$ cat config.mk
export PLATFORM = sky130hd
export DESIGN_NAME = adc_serial_rx
export DESIGN_NICKNAME = d
export VERILOG_FILES = /design/src/rtl/adc_rx_pkg.sv /design/src/rtl/adc_rx_sync.sv /design/src/rtl/adc_rx_sck_gen.sv /design/src/rtl/adc_rx_shift.sv /design/src/rtl/adc_serial_rx.sv
export SDC_FILE = /design/constraint.sdc
export NUM_CORES = 1
export LEC_CHECK = 0
export BUFFER_PORTS_ARGS = -buffer_cell sky130_fd_sc_hd__buf_2
export CAP_MARGIN = 20
export CORE_MARGIN = 5
export CORE_UTILIZATION = 61
export DETAILED_ROUTE_END_ITERATION = 6
export GPL_TIMING_DRIVEN = 0
export PLACE_DENSITY = 0.84
export SLEW_MARGIN = 30
export SYNTH_ARGS = -nofsm -noshare
export SYNTH_HDL_FRONTEND = slang
export SYNTH_HIERARCHICAL = 1
export SYNTH_SLANG_ARGS = --single-unit
export TNS_END_PERCENT = 1
$ cat constraint.sdc
create_clock -name clk -period 3.6 [get_ports clk]
set_input_delay 0.9 -clock clk [delete_from_list [all_inputs] [get_ports clk]]
set_output_delay 0.9 -clock clk [all_outputs]
set_load 0.02 [all_outputs]
$ cat src/rtl/adc_rx_pkg.sv
package adc_rx_pkg;
    typedef enum logic {
        CAP_ECHO     = 1'b0,
        CAP_FALLBACK = 1'b1
    } cap_mode_e;
endpackage

$ cat src/rtl/adc_rx_sync.sv
module adc_rx_sync #(
    parameter int STAGES = 2
) (
    input  logic clk,
    input  logic rst,
    input  logic d,
    output logic q
);
    logic [STAGES-1:0] chain_d, chain_q;

    always_comb begin
        chain_d = {chain_q[STAGES-2:0], d};
    end

    always_ff @(posedge clk) begin
        if (rst) chain_q <= '0;
        else     chain_q <= chain_d;
    end

    assign q = chain_q[STAGES-1];
endmodule

$ cat src/rtl/adc_rx_sck_gen.sv
module adc_rx_sck_gen #(
    parameter int WIDTH    = 16,
    parameter int SCK_HALF = 2
) (
    input  logic clk,
    input  logic rst,
    input  logic start,
    output logic accept,
    output logic sck,
    output logic frame,
    output logic sck_rise
);
    localparam int DIV_W = (SCK_HALF > 1) ? $clog2(SCK_HALF) : 1;
    localparam int CNT_W = $clog2(WIDTH + 1);

    typedef struct packed {
        logic             frame;
        logic             sck;
        logic             rise;
        logic [DIV_W-1:0] div;
        logic [CNT_W-1:0] pulses;
    } gen_t;

    gen_t st_d, st_q;

    always_comb begin
        st_d      = st_q;
        st_d.rise = 1'b0;
        if (!st_q.frame) begin
            if (start) begin
                st_d.frame  = 1'b1;
                st_d.sck    = 1'b0;
                st_d.div    = '0;
                st_d.pulses = '0;
            end
        end else if (st_q.div == DIV_W'(SCK_HALF - 1)) begin
            st_d.div = '0;
            st_d.sck = !st_q.sck;
            if (!st_q.sck) begin
                st_d.rise = 1'b1;
            end else if (st_q.pulses == CNT_W'(WIDTH - 1)) begin
                st_d.frame  = 1'b0;
                st_d.pulses = '0;
            end else begin
                st_d.pulses = st_q.pulses + 1'b1;
            end
        end else begin
            st_d.div = st_q.div + 1'b1;
        end
    end

    always_ff @(posedge clk) begin
        if (rst) st_q <= '0;
        else     st_q <= st_d;
    end

    assign accept   = start && !st_q.frame;
    assign sck      = st_q.sck;
    assign frame    = st_q.frame;
    assign sck_rise = st_q.rise;
endmodule

$ cat src/rtl/adc_rx_shift.sv
module adc_rx_shift #(
    parameter int WIDTH = 16
) (
    input  logic             clk,
    input  logic             rst,
    input  logic             clear,
    input  logic             strobe,
    input  logic             bit_in,
    output logic [WIDTH-1:0] word,
    output logic             valid
);
    localparam int CNT_W = $clog2(WIDTH + 1);

    typedef struct packed {
        logic [WIDTH-1:0] sr;
        logic [WIDTH-1:0] word;
        logic [CNT_W-1:0] cnt;
        logic             armed;
        logic             valid;
    } shf_t;

    shf_t st_d, st_q;

    always_comb begin
        st_d       = st_q;
        st_d.valid = 1'b0;
        if (clear) begin
            st_d.armed = 1'b1;
            st_d.cnt   = '0;
        end else if (st_q.armed && strobe) begin
            st_d.sr = {st_q.sr[WIDTH-2:0], bit_in};
            if (st_q.cnt == CNT_W'(WIDTH - 1)) begin
                st_d.word  = {st_q.sr[WIDTH-2:0], bit_in};
                st_d.valid = 1'b1;
                st_d.armed = 1'b0;
                st_d.cnt   = '0;
            end else begin
                st_d.cnt = st_q.cnt + 1'b1;
            end
        end
    end

    always_ff @(posedge clk) begin
        if (rst) st_q <= '0;
        else     st_q <= st_d;
    end

    assign word  = st_q.word;
    assign valid = st_q.valid;
endmodule

$ cat src/rtl/adc_serial_rx.sv
module adc_serial_rx #(
    parameter int WIDTH       = 16,
    parameter int SCK_HALF    = 2,
    parameter int SYNC_STAGES = 2
) (
    input  logic             clk,
    input  logic             rst,
    input  logic             start,
    input  logic             fallback_sel,
    input  logic             ret_clk_in,
    input  logic             sdo_in,
    output logic             sck_out,
    output logic             frame_out,
    output logic [WIDTH-1:0] word_out,
    output logic             out_valid
);
    import adc_rx_pkg::*;

    logic ret_s, sdo_s, accept, sck_rise, strobe;

    // Equal depth on both lines keeps echo and data aligned.
    adc_rx_sync #(.STAGES(SYNC_STAGES)) u_sync_ret (
        .clk(clk), .rst(rst), .d(ret_clk_in), .q(ret_s));
    adc_rx_sync #(.STAGES(SYNC_STAGES)) u_sync_sdo (
        .clk(clk), .rst(rst), .d(sdo_in), .q(sdo_s));

    adc_rx_sck_gen #(.WIDTH(WIDTH), .SCK_HALF(SCK_HALF)) u_gen (
        .clk(clk), .rst(rst), .start(start), .accept(accept),
        .sck(sck_out), .frame(frame_out), .sck_rise(sck_rise));

    typedef struct packed {
        logic                   ret_prev;
        logic [SYNC_STAGES-1:0] rise_dly;
        cap_mode_e              mode;
    } top_t;

    top_t st_d, st_q;

    always_comb begin
        st_d          = st_q;
        st_d.ret_prev = ret_s;
        st_d.rise_dly = {st_q.rise_dly[SYNC_STAGES-2:0], sck_rise};
        if (accept) st_d.mode = cap_mode_e'(fallback_sel);
    end

    always_ff @(posedge clk) begin
        if (rst) begin
            st_q.ret_prev <= 1'b0;
            st_q.rise_dly <= '0;
            st_q.mode     <= CAP_ECHO;
        end else begin
            st_q <= st_d;
        end
    end

    assign strobe = (st_q.mode == CAP_FALLBACK) ? st_q.rise_dly[SYNC_STAGES-1]
                                                : (ret_s && !st_q.ret_prev);

    adc_rx_shift #(.WIDTH(WIDTH)) u_shift (
        .clk(clk), .rst(rst), .clear(accept), .strobe(strobe),
        .bit_in(sdo_s), .word(word_out), .valid(out_valid));
endmodule

==> metrics.csv, run 1 <==
stage,metric,value,unit
clock_network,cts_sinks,55,
floorplanning,die_area,4890,um^2
place,gp_congestion,0.824,
worst_setup_path,path_max_fanout,10,
place,port_buffers,24,
sta,finalClockSkew,0.0173,ns
floorplanning,design.core.area,3420,um^2
sta,grt_setup_unrepaired,false,
logic_synthesis,synthCells,253,
final_layout,final_nets,292,
grt,grt-ovfl-total,0,
logic_synthesis,synth_async_sr_flop_share,0,
final_layout,antenna_cells,0,
routing,drt-pass1-iter-count,4,
grt,grtUsageTotal,0.175,
power,power_switching,216,uW
routing,vias,1791,
power,powerDensity,393,nW/um^2
grt,grt_antenna_before_repair,0,
clock_network,cts_tree,done,
logic_synthesis,yosys_warnings,6,
sta,finalSetupTns,0,ns
worst_setup_path,crit_required,3.86,ns
clock_network,htreeDepth,2,
power,pwr-share-seq,0.649,
logic_synthesis,syn_avg_cell_area,8.65,um^2
logic_synthesis,yosysUniqueCellTypes,35,
floorplanning,start_util,0.641,
clock_network,cts_buffer_depth,2,
sta,finalCritPeriodShare,0.545,
sta,max_clock_freq,0.509,GHz
logic_synthesis,synth_seq_area_share,0.503,
routing,routedWlPerCell,12.6,um
place,post-dp-hpwl,2860,um
worst_setup_path,critPathKind,primary input to flop,
floorplanning,die_h,69.9,um
grt,grt_pass1_vias,1604,
run_status,status,finished clean,
final_layout,area_growth,11.4,%
final_layout,final_cell_mix,"55 x dfxtp_1, 37 x a21oi_1, 36 x nand2_1",
routing,wl,4160,um
worst_setup_path,cp-end-kind,flop,
clock_network,clk_latency,0.37,ns
floorplanning,core.rowCount,21,
floorplanning,pin_count,25,
sta,whs,0.436,ns
routing,ant_nets,0,
sta,worst_slew_pin_slew,0.504,ns
clock_network,ctsHoldBuffers,0,
power,p_leak,0.954,nW
worst_setup_path,crit_chain,buf_2 -> nand2b_1 -> inv_1 -> nand3b_1 -> clkbuf_1 -> o21ai_0 -> a21oi_1,
final_layout,drive_above_1_share,0.218,
worst_setup_path,cp.arrival,2.22,ns
flow_run,drv_cap,0,
worst_setup_path,max_stage_delay,0.27,ns
power,power.share.switching,0.225,
sta,maxSlewHeadroom,0.664,
clock_network,cts.clk_slew.worst_paths,0.16,ns
power,combinationalPowerShare,0.038,
worst_setup_path,critPathLaunchType,primary input,
worst_setup_path,crit_slowest_cell,nand3b_1,
clock_network,cts_resized,0,
sta,drv_slew,0,
routing,vias_per_cell,5.41,
logic_synthesis,synth-edff-count,0,
grt,grt_max_degree,17,
grt,grt_pass1_wl,7080,um
clock_network,cts_made_buffers,5,
power,internal-power,743,uW
sta,hold_viol,0,
logic_synthesis,syn_nets,261,
logic_synthesis,ys.flop_type,dfxtp_1,
logic_synthesis,syn-cell-area,2190,um^2
power,clock_power_share,0.314,
worst_hold_path,hp-class,flop to flop,
routing,drc,0,
worst_setup_path,cp_top_family,buffers and inverters,
routing,drt_iter0_markers,94,
final_layout,nFillCells,286,
sta,setup-violations-final,0,
power,ir_drop,342,uV
clock_network,post_cts_buffers,0,
sta,min_period,1.96,ns
clock_network,cts-root-buf,clkbuf_4,
final_layout,layout_commonest_cell,dfxtp_1,
logic_synthesis,synth-seq-cells,55,
worst_setup_path,path_buf_inv,3,
floorplanning,die_w,69.9,um
-- cells in the mapped netlist (2+ instances only) --
master,n,area (um^2)
dfxtp_1,55,1100
a21oi_1,37,185
nand2_1,36,135
nand3_1,25,125
o21ai_0,17,85.1
buf_4,16,120
clkbuf_1,8,30.0
nor2b_1,8,50.1
nor2_1,7,26.3
buf_2,5,25.0
inv_1,3,11.3
nor3_1,3,15.0
or3_1,3,18.8
a31oi_1,2,12.5
buf_6,2,22.5
ha_1,2,25.0
nand3b_1,2,15.0
nand4_1,2,12.5
nor3b_1,2,15.0
o211ai_1,2,15.0
or2_2,2,12.5
-- cell families after synthesis --
kind of cell / after synthesis / share of synthesized area
AND/OR/NAND/NOR: 97 / 0.226
AO/OA/AOI/OAI: 63 / 0.155
flip-flops: 55 / 0.503
buffers and inverters: 34 / 0.0954
adder cells (fa/ha/maj): 2 / 0.0114
XOR/XNOR: 1 / 0.00400
multiplexers: 1 / 0.00457
-- sequential cells by signal (all words and copies together), names as in the netlist, 2 cells and up --
name	count
u_sync_ret/chain_q	2
u_sync_sdo/chain_q	2
u_shift/st_q	21
u_gen/st_q	6
u_shift/word	16
st_q	3
-- cell type report --
type	instances	area, um^2	area share
timing repair buffer	24	120	0.0492
clock buffer	7	65.1	0.0267
inverter	3	11.3	0.00462
clock inverter	1	7.51	0.00308
tap	46	57.6	0.0236
buffer	31	198	0.0810
multi-input combinational	164	880	0.361
sequential	55	1100	0.451
-- power by group through the flow --
| stage | clock network (mW) | registers, mW | logic (mW) |
|---|---|---|---|
| finish | 0.301 | 0.622 | 0.0360 |
| global route | 0.331 | 0.623 | 0.0403 |
| CTS | 0.306 | 0.622 | 0.0362 |
| detailed placement | 0 | 0.635 | 0.0360 |
| global placement | 0 | 0.635 | 0.0352 |
| floorplan | 0 | 0.635 | 0.0232 |
-- per-layer routing --
metal | track usage | vias up | part of all wire
met5 | 0 | - | 0
met4 | 0.0638 | 0 | 0
met3 | 0.0359 | 0 | 0.041
met2 | 0.286 | 42 | 0.51
met1 | 0.228 | 834 | 0.45
li1 | - | 915 | -
-- final timing paths --
| kind | start | end | slack, ns | depth (start not counted) |
|---|---|---|---|---|
| worst max register to register | u_gen/frame | u_shift/word[7] | 1.71 | 6 |
| worst max-delay path | start | u_shift/word[7] | 1.64 | 7 |
| worst min register to register | u_sync_ret/chain_q[0] | u_sync_ret/chain_q[1] | 0.44 | 1 |
| worst min-delay path | u_sync_ret/chain_q[0] | u_sync_ret/chain_q[1] | 0.44 | 1 |
-- stage by stage --
stage | std cells | utilization | total power, mW | instance area [um^2] | setup WS, ns
global route | 331 | 0.714 | 0.995 | 2440 | 1.47
global placement | 323 | 0.693 | 0.670 | 2370 | 1.30
detailed placement | 323 | 0.693 | 0.671 | 2370 | 1.23
floorplan | 253 | - | 0.658 | 2190 | 1.67
finish | 331 | 0.714 | 0.959 | 2440 | 1.64
CTS | 331 | 0.714 | 0.964 | 2440 | 1.61
Note: power is estimated with default switching activity, not from simulation.
==> inputs of run 2 (changes only) <==
- ABC_AREA: default -> 1
- CORE_UTILIZATION: 61 -> 57
- PLACE_DENSITY: 0.84 -> 0.79
- clock period: 3.6 -> 1.9 ns (I/O delays scaled with it)
==> run 2 against run 1 <==
Compared with the run above:
- die area increased by 12%
- global-route usage decreased by 0.084 points
- via count increased by 7.6%
- sequential cell count unchanged
- total power increased by 110%
- clock power increased to 2.6 times the previous value
- clock skew decreased by 0.0063 ns
- critical path type is now flop to flop
==> metrics.csv, run 2 <==
stage,metric,value,unit,change
floorplanning,start_util,0.585,,-0.0556
logic_synthesis,synth_top_area_frac,0.474,,-0.0292
logic_synthesis,syn_nets,316,,+21%
power,internal-power,1.62,mW,+120%
logic_synthesis,syn_avg_cell_area,7.55,um^2,-13%
final_layout,largest_reg_flops,21,,unchanged
worst_setup_path,cp-end-kind,flop,,
clock_network,cts_tree,done,,
sta,grt_setup_unrepaired,false,,
sta,drv_slew,0,,unchanged
worst_setup_path,crit_slowest_cell,nor2_2,,
sta,worst_slew_pin_slew,0.531,ns,+0.0270 ns
power,power.share.switching,0.210,,-0.0158
routing,drt_iter0_markers,98,,+4.3%
grt,grt_max_degree,17,,unchanged
place,gp_congestion,0.846,,+2.7%
logic_synthesis,synth_seq_area_share,0.474,,-0.0292
power,clock_power_share,0.382,,+0.068
flow_run,drv_cap,0,,unchanged
floorplanning,core.rowCount,23,,+9.5%
clock_network,htreeDepth,2,,unchanged
floorplanning,die_area,5460,um^2,+12%
routing,drc,0,,unchanged
clock_network,post_cts_buffers,0,,unchanged
final_layout,final_nets,347,,+19%
power,powerDensity,781,nW/um^2,+99%
routing,vias,1927,,+7.6%
place,port_buffers,24,,unchanged
grt,grtUsageTotal,0.174,,-0.000837
worst_setup_path,path_max_fanout,11,,+1
grt,grt_pass1_wl,7370,um,+4.1%
logic_synthesis,synth-seq-cells,55,,unchanged
power,p_leak,1.23,nW,+29%
logic_synthesis,synth_common_cells,"65 x nand2_1, 55 x dfxtp_1, 49 x nor2_1, 32 x inv_1, 26 x a21oi_1",,
logic_synthesis,synth_area_leaders,"dfxtp_1 47%, nand2_1 10%, nor2_1 7.9%",,
sta,whs,0.369,ns,-0.0664 ns
worst_setup_path,crit_chain,nor2_2 -> nor2_4 -> buf_6 -> buf_6 -> nor2_1 -> nor3_2,,
worst_setup_path,worstReg2RegEnd,u_shift/st_q[29],,
final_layout,utilization,0.662,,-0.0527
sta,finalCritPeriodShare,0.810,,
worst_hold_path,hold_depth,3,,+2
power,combinationalPowerShare,0.044,,+0.006
final_layout,antenna_cells,0,,unchanged
worst_setup_path,critPathLaunchType,flop,,
routing,drt-pass1-iter-count,4,,unchanged
worst_setup_path,reg2regPathDepth,6,,unchanged
worst_hold_path,hold_start,ret_clk_in,,
power,ir_drop,524,uV,+53%
worst_setup_path,max_stage_delay,0.46,ns,+0.19 ns
sta,finalSetupTns,0,ns,unchanged
routing,wl,4150,um,-0.12%
place,post-dp-hpwl,2960,um,+3.4%
sta,hold_viol,0,,unchanged
logic_synthesis,synthCells,308,,+22%
worst_hold_path,hp-class,primary input to flop,,
routing,routedWlPerCell,10.6,um,-15%
power,total_power,2.05,mW,+110%
logic_synthesis,synth-edff-count,0,,unchanged
sta,setup-violations-final,0,,unchanged
place,postPlaceCellArea,2510,um^2,+5.9%
floorplanning,design.core.area,3970,um^2,+16%
logic_synthesis,yosys_warnings,6,,unchanged
worst_hold_path,hold_end,u_sync_ret/chain_q[0],,
worst_setup_path,crit_required,2.08,ns,-1.78 ns
routing,ant_nets,0,,unchanged
power,pwr-share-seq,0.574,,-0.075
worst_setup_path,r2r_setup_slack,0.36,ns,-1.35 ns
clock_network,clk_latency,0.30,ns,-0.07 ns
logic_synthesis,yosysMostFrequentCell,nand2_1,,
worst_setup_path,critPathKind,flop to flop,,
final_layout,drive_above_1_share,0.206,,-0.0117
grt,grt_pass1_vias,1821,,+14%
clock_network,cts_made_buffers,5,,unchanged
logic_synthesis,ys.flop_type,dfxtp_1,,
place,dp_slack,-0.0796,ns,-1.31 ns
worst_setup_path,reg2reg_from,u_gen/frame,,
final_layout,nFillCells,357,,+25%
clock_network,cts-root-buf,clkbuf_8,,
floorplanning,pin_count,25,,unchanged
logic_synthesis,yosysUniqueCellTypes,24,,-31%
clock_network,cts.clk_slew.worst_paths,0.09,ns,-0.07 ns
sta,min_period,1.54,ns,
floorplanning,die_h,73.9,um,+5.7%
sta,finalClockSkew,0.0110,ns,-0.00628 ns
grt,grt-ovfl-total,0,,unchanged
final_layout,final_cell_mix,"65 x nand2_1, 55 x dfxtp_1, 48 x nor2_1",,
worst_setup_path,crit_path_frequent_cell,buf_6,,
routing,vias_per_cell,4.94,,-8.7%
final_layout,layout_commonest_cell,nand2_1,,
place,place_inst,382,,+18%
sta,maxSlewHeadroom,0.645,,-0.0184
run_status,status,finished clean,,
final_layout,top_register,u_shift/st_q,,
final_layout,layout.cells.non_filler,390,,+18%
logic_synthesis,syn-cell-area,2320,um^2,+6.2%
final_layout,design_area,2630,um^2,+7.7%
worst_setup_path,cp.arrival,1.72,ns,-0.50 ns
grt,grt_antenna_before_repair,0,,unchanged
floorplanning,die_w,73.9,um,+5.7%
sta,max_clock_freq,0.650,GHz,
sta,layout_setup_ws,0.361,ns,-1.28 ns
clock_network,cts_sinks,55,,unchanged
clock_network,cts_buffer_depth,2,,unchanged
power,power_switching,430,uW,+99%
logic_synthesis,yosys.area.top_type,dfxtp_1,,
final_layout,area_growth,13.0,%,
logic_synthesis,synth_async_sr_flop_share,0,,unchanged
## run 2: worst max-delay path: cells and delay by family (launching register included)
family	cells	cell delay, ns
buffers and inverters	2	0.31
DFF	1	0.38
and+or+nand+nor	4	0.71
## run 2: layer usage
metal  GRT usage  routed length [um]
met2       0.306                2070
met5           0                   0
met4      0.0946                  64
met3      0.0328                 161
met1       0.196                1850
## run 2: worst max path at each step
stage / from / endpoint / slack, ns / cells after the start
2_1_floorplan: start / u_shift/st_q[28] / 0.30 / 7
5_1_grt: u_gen/frame / u_shift/st_q[23] / 0.19 / 5
6_report: u_gen/frame / u_shift/st_q[29] / 0.36 / 6
3_5_place_dp: start / u_shift/st_q[29] / -0.08 / 8
3_3_place_gp: start / u_shift/st_q[29] / -0.08 / 8
4_1_cts: u_gen/frame / u_shift/st_q[23] / 0.09 / 5
## run 2: timing repair
action,in CTS,in global routing
gates resized for setup,0,1
hold endpoints to repair,0,0
endpoints found under the setup margin,0,25
hold buffers,0,0
## run 2: area by class of cell
| cell class | count | area [um^2] | area share |
|---|---|---|---|
| timing repair buffer | 24 | 120 | 0.0457 |
| inverter | 34 | 129 | 0.0490 |
| sequential | 55 | 1100 | 0.419 |
| multi-input combinational | 192 | 898 | 0.342 |
| buffer | 27 | 199 | 0.0757 |
| tap | 50 | 62.6 | 0.0238 |
| clock buffer | 6 | 82.6 | 0.0314 |
| clock inverter | 2 | 35.0 | 0.0133 |
## run 2: power by group through the flow
stage / clock, mW / combinational, mW / sequential, mW
6_report: 0.784 / 0.0899 / 1.18
5_1_grt: 0.847 / 0.104 / 1.18
4_1_cts: 0.808 / 0.0899 / 1.18
3_5_place_dp: 0 / 0.0891 / 1.20
3_3_place_gp: 0 / 0.0880 / 1.20
2_1_floorplan: 0 / 0.0608 / 1.21
## run 2: logic make-up (layout without fill, tap and decap cells)
family	Yosys count	in the layout	synth area share
buffers and inverters	61	93	0.141
flip-flops	55	55	0.474
adder cells (fa/ha/maj)	2	2	0.0108
AO/OA/AOI/OAI	37	37	0.0829
AND/OR/NAND/NOR	153	153	0.292
==> inputs of run 3 (changes only) <==
- ABC_AREA: 1 -> 0
- clock period: 1.9 -> 1.6 ns (I/O delays scaled with it)
==> run 3 against run 2 <==
Compared with the run above:
- non-clock buffer count rose by 6
- global-route usage fell by 1.0 points
- count of clock-buffer cells in the layout rose by 1
- register-to-register slack got worse by 0.27 ns
- total power rose by 7.1%
- setup slack got worse by 0.27 ns
- critical path type unchanged
- largest power group unchanged
==> metrics.csv, run 3 (synthesis gave the netlist of run 1 again) <==
stage,metric,value,unit,change
final_layout,drive_above_1_share,0.240,,+0.0345
worst_setup_path,crit_chain,nand2b_4 -> o21ai_4 -> nand3b_1 -> buf_6 -> o21ai_1 -> a21oi_1,,
grt,grt-ovfl-total,0,,unchanged
clock_network,clk_latency,0.30,ns,about the same
grt,grt_pass1_wl,6790,um,-7.9%
worst_setup_path,cp-end-kind,flop,,
sta,worst_slew_pin_slew,0.492,ns,-0.0392 ns
sta,finalCritPeriodShare,0.941,,+0.131
final_layout,antenna_cells,0,,unchanged
worst_setup_path,cp.arrival,1.67,ns,-0.05 ns
routing,vias,1810,,-6.1%
flow_run,drv_cap,0,,unchanged
final_layout,layout_commonest_cell,dfxtp_1,,
clock_network,cts.clk_slew.worst_paths,0.09,ns,about the same
place,port_buffers,24,,unchanged
sta,finalSetupTns,0,ns,unchanged
worst_setup_path,critPathKind,flop to flop,,
final_layout,top_register,u_shift/st_q,,
power,ir_drop,900,uV,+72%
final_layout,area_growth,15.0,%,
final_layout,final_nets,294,,-15%
clock_network,ctsHoldBuffers,0,,unchanged
clock_network,cts_sinks,55,,unchanged
sta,setup-violations-final,0,,unchanged
sta,max_clock_freq,0.664,GHz,+2.2%
final_layout,utilization,0.683,,+0.0212
sta,drv_slew,0,,unchanged
routing,wl,4140,um,-0.26%
power,powerDensity,873,nW/um^2,+12%
floorplanning,design.core.area,3690,um^2,-7.1%
worst_hold_path,hp-class,primary input to flop,,
power,total_power,2.20,mW,+7.1%
routing,routedWlPerCell,12.4,um,+16%
clock_network,cts_buffer_depth,2,,unchanged
worst_setup_path,r2r_setup_slack,0.09,ns,-0.27 ns
grt,grtUsageTotal,0.164,,-0.0101
place,post-dp-hpwl,2860,um,-3.5%
sta,layout_setup_ws,0.0945,ns,-0.267 ns
worst_setup_path,path_buf_inv,1,,-1
final_layout,largest_reg_flops,21,,unchanged
floorplanning,pin_count,25,,unchanged
place,gp_congestion,0.786,,-7.1%
sta,maxSlewHeadroom,0.672,,+0.0265
worst_setup_path,critPathLaunchType,flop,,
grt,grt_pass1_vias,1552,,-15%
worst_setup_path,cp_top_family,compound AO/OA/AOI/OAI gates,,
floorplanning,die_area,5180,um^2,-5.0%
routing,vias_per_cell,5.40,,+9.3%
clock_network,cts_made_buffers,5,,unchanged
sta,min_period,1.51,ns,-0.0331 ns
worst_setup_path,path_max_fanout,10,,-1
routing,drt_iter0_markers,105,,+7.1%
grt,grt_antenna_before_repair,0,,unchanged
routing,drc,0,,unchanged
run_status,status,finished clean,,
floorplanning,start_util,0.594,,+0.00824
worst_setup_path,crit_slowest_cell,dfxtp_2,,
routing,ant_nets,0,,unchanged
clock_network,cts_tree,done,,
place,dp_slack,-0.232,ns,-0.153 ns
power,p_leak,1.00,nW,-19%
worst_setup_path,max_stage_delay,0.33,ns,-0.13 ns
routing,drt-pass1-iter-count,4,,unchanged
floorplanning,die_h,72.0,um,-2.5%
sta,finalClockSkew,0.00702,ns,-0.00401 ns
clock_network,cts-root-buf,clkbuf_8,,
grt,grt_max_degree,16,,-1
worst_setup_path,crit_required,1.77,ns,-0.31 ns
clock_network,htreeDepth,2,,unchanged
final_layout,final_cell_mix,"53 x dfxtp_1, 37 x a21oi_1, 36 x nand2_1",,
sta,hold_viol,0,,unchanged
floorplanning,core.rowCount,22,,-4.3%
floorplanning,die_w,72.0,um,-2.5%
-- run 3: changes by cell type in the layout (fill, tap and decap cells not counted), sizes merged, moves of 6 or more --
cell and change:
nor2b +8, nor3 -6, inv -29, o21ai +10, a21oi +11, nand3 +9
nand2 -33, nor2 -45
-- run 3: path summary, 6_finish.rpt --
kind,endpoint,from,cells past startpoint
worst max-delay path,u_shift/word[4],st_q[0],6
worst min-delay path,u_sync_sdo/chain_q[0],sdo_in,2
worst max register to register,u_shift/word[4],st_q[0],6
worst min register to register,u_sync_ret/chain_q[1],u_sync_ret/chain_q[0],1
-- run 3: stage by stage --
| stage | hold WS (ns) | cells | instance area, um^2 |
|---|---|---|---|
| global route | 0.298 | 335 | 2520 |
| finish | 0.297 | 335 | 2520 |
| global placement | 0.415 | 325 | 2370 |
| CTS | 0.288 | 333 | 2470 |
| floorplan | 0.414 | 253 | 2190 |
| detailed placement | 0.423 | 325 | 2370 |
-- run 3: cell type report --
cell class | instances | area [um^2]
fillers | 323 | 1170
flip-flops and latches | 55 | 1110
multi-input cells | 164 | 903
plain buffers | 31 | 221
repair buffers | 26 | 135
clock buffers | 7 | 76.3
well taps | 48 | 60.1
inverters | 3 | 11.3
clock inverters | 1 | 5.00
-- run 3: report_power, final --
group | total, mW | switching, mW | leakage (nW) | internal [mW]
Combinational | 0.0929 | 0.0578 | 0.514 | 0.0350
Sequential | 1.39 | 0.0129 | 0.446 | 1.38
Clock | 0.710 | 0.403 | 0.0422 | 0.308
Total | 2.20 | 0.473 | 1.00 | 1.72
-- run 3: timing repair --
item	CTS	global route
setup buffers	0	2
resized for setup	8	16
endpoints found under the setup margin	31	31
-- run 3: per-layer routing --
layer | vias to the layer above | wire length, um | global-route usage | part of all wire
li1 | 925 | - | - | -
met1 | 847 | 1820 | 0.206 | 0.44
met2 | 31 | 2080 | 0.271 | 0.50
met3 | 7 | 195 | 0.0499 | 0.047
met4 | 0 | 51 | 0.0501 | 0.012
met5 | - | 0 | 0 | 0
-- run 3: worst register-to-register path, cell delays in order (launching register included) --
cell	delay [ns]
dfxtp_2	0.33
nand2b_4	0.14
o21ai_4	0.18
nand3b_1	0.22
buf_6	0.21
o21ai_1	0.18
a21oi_1	0.10
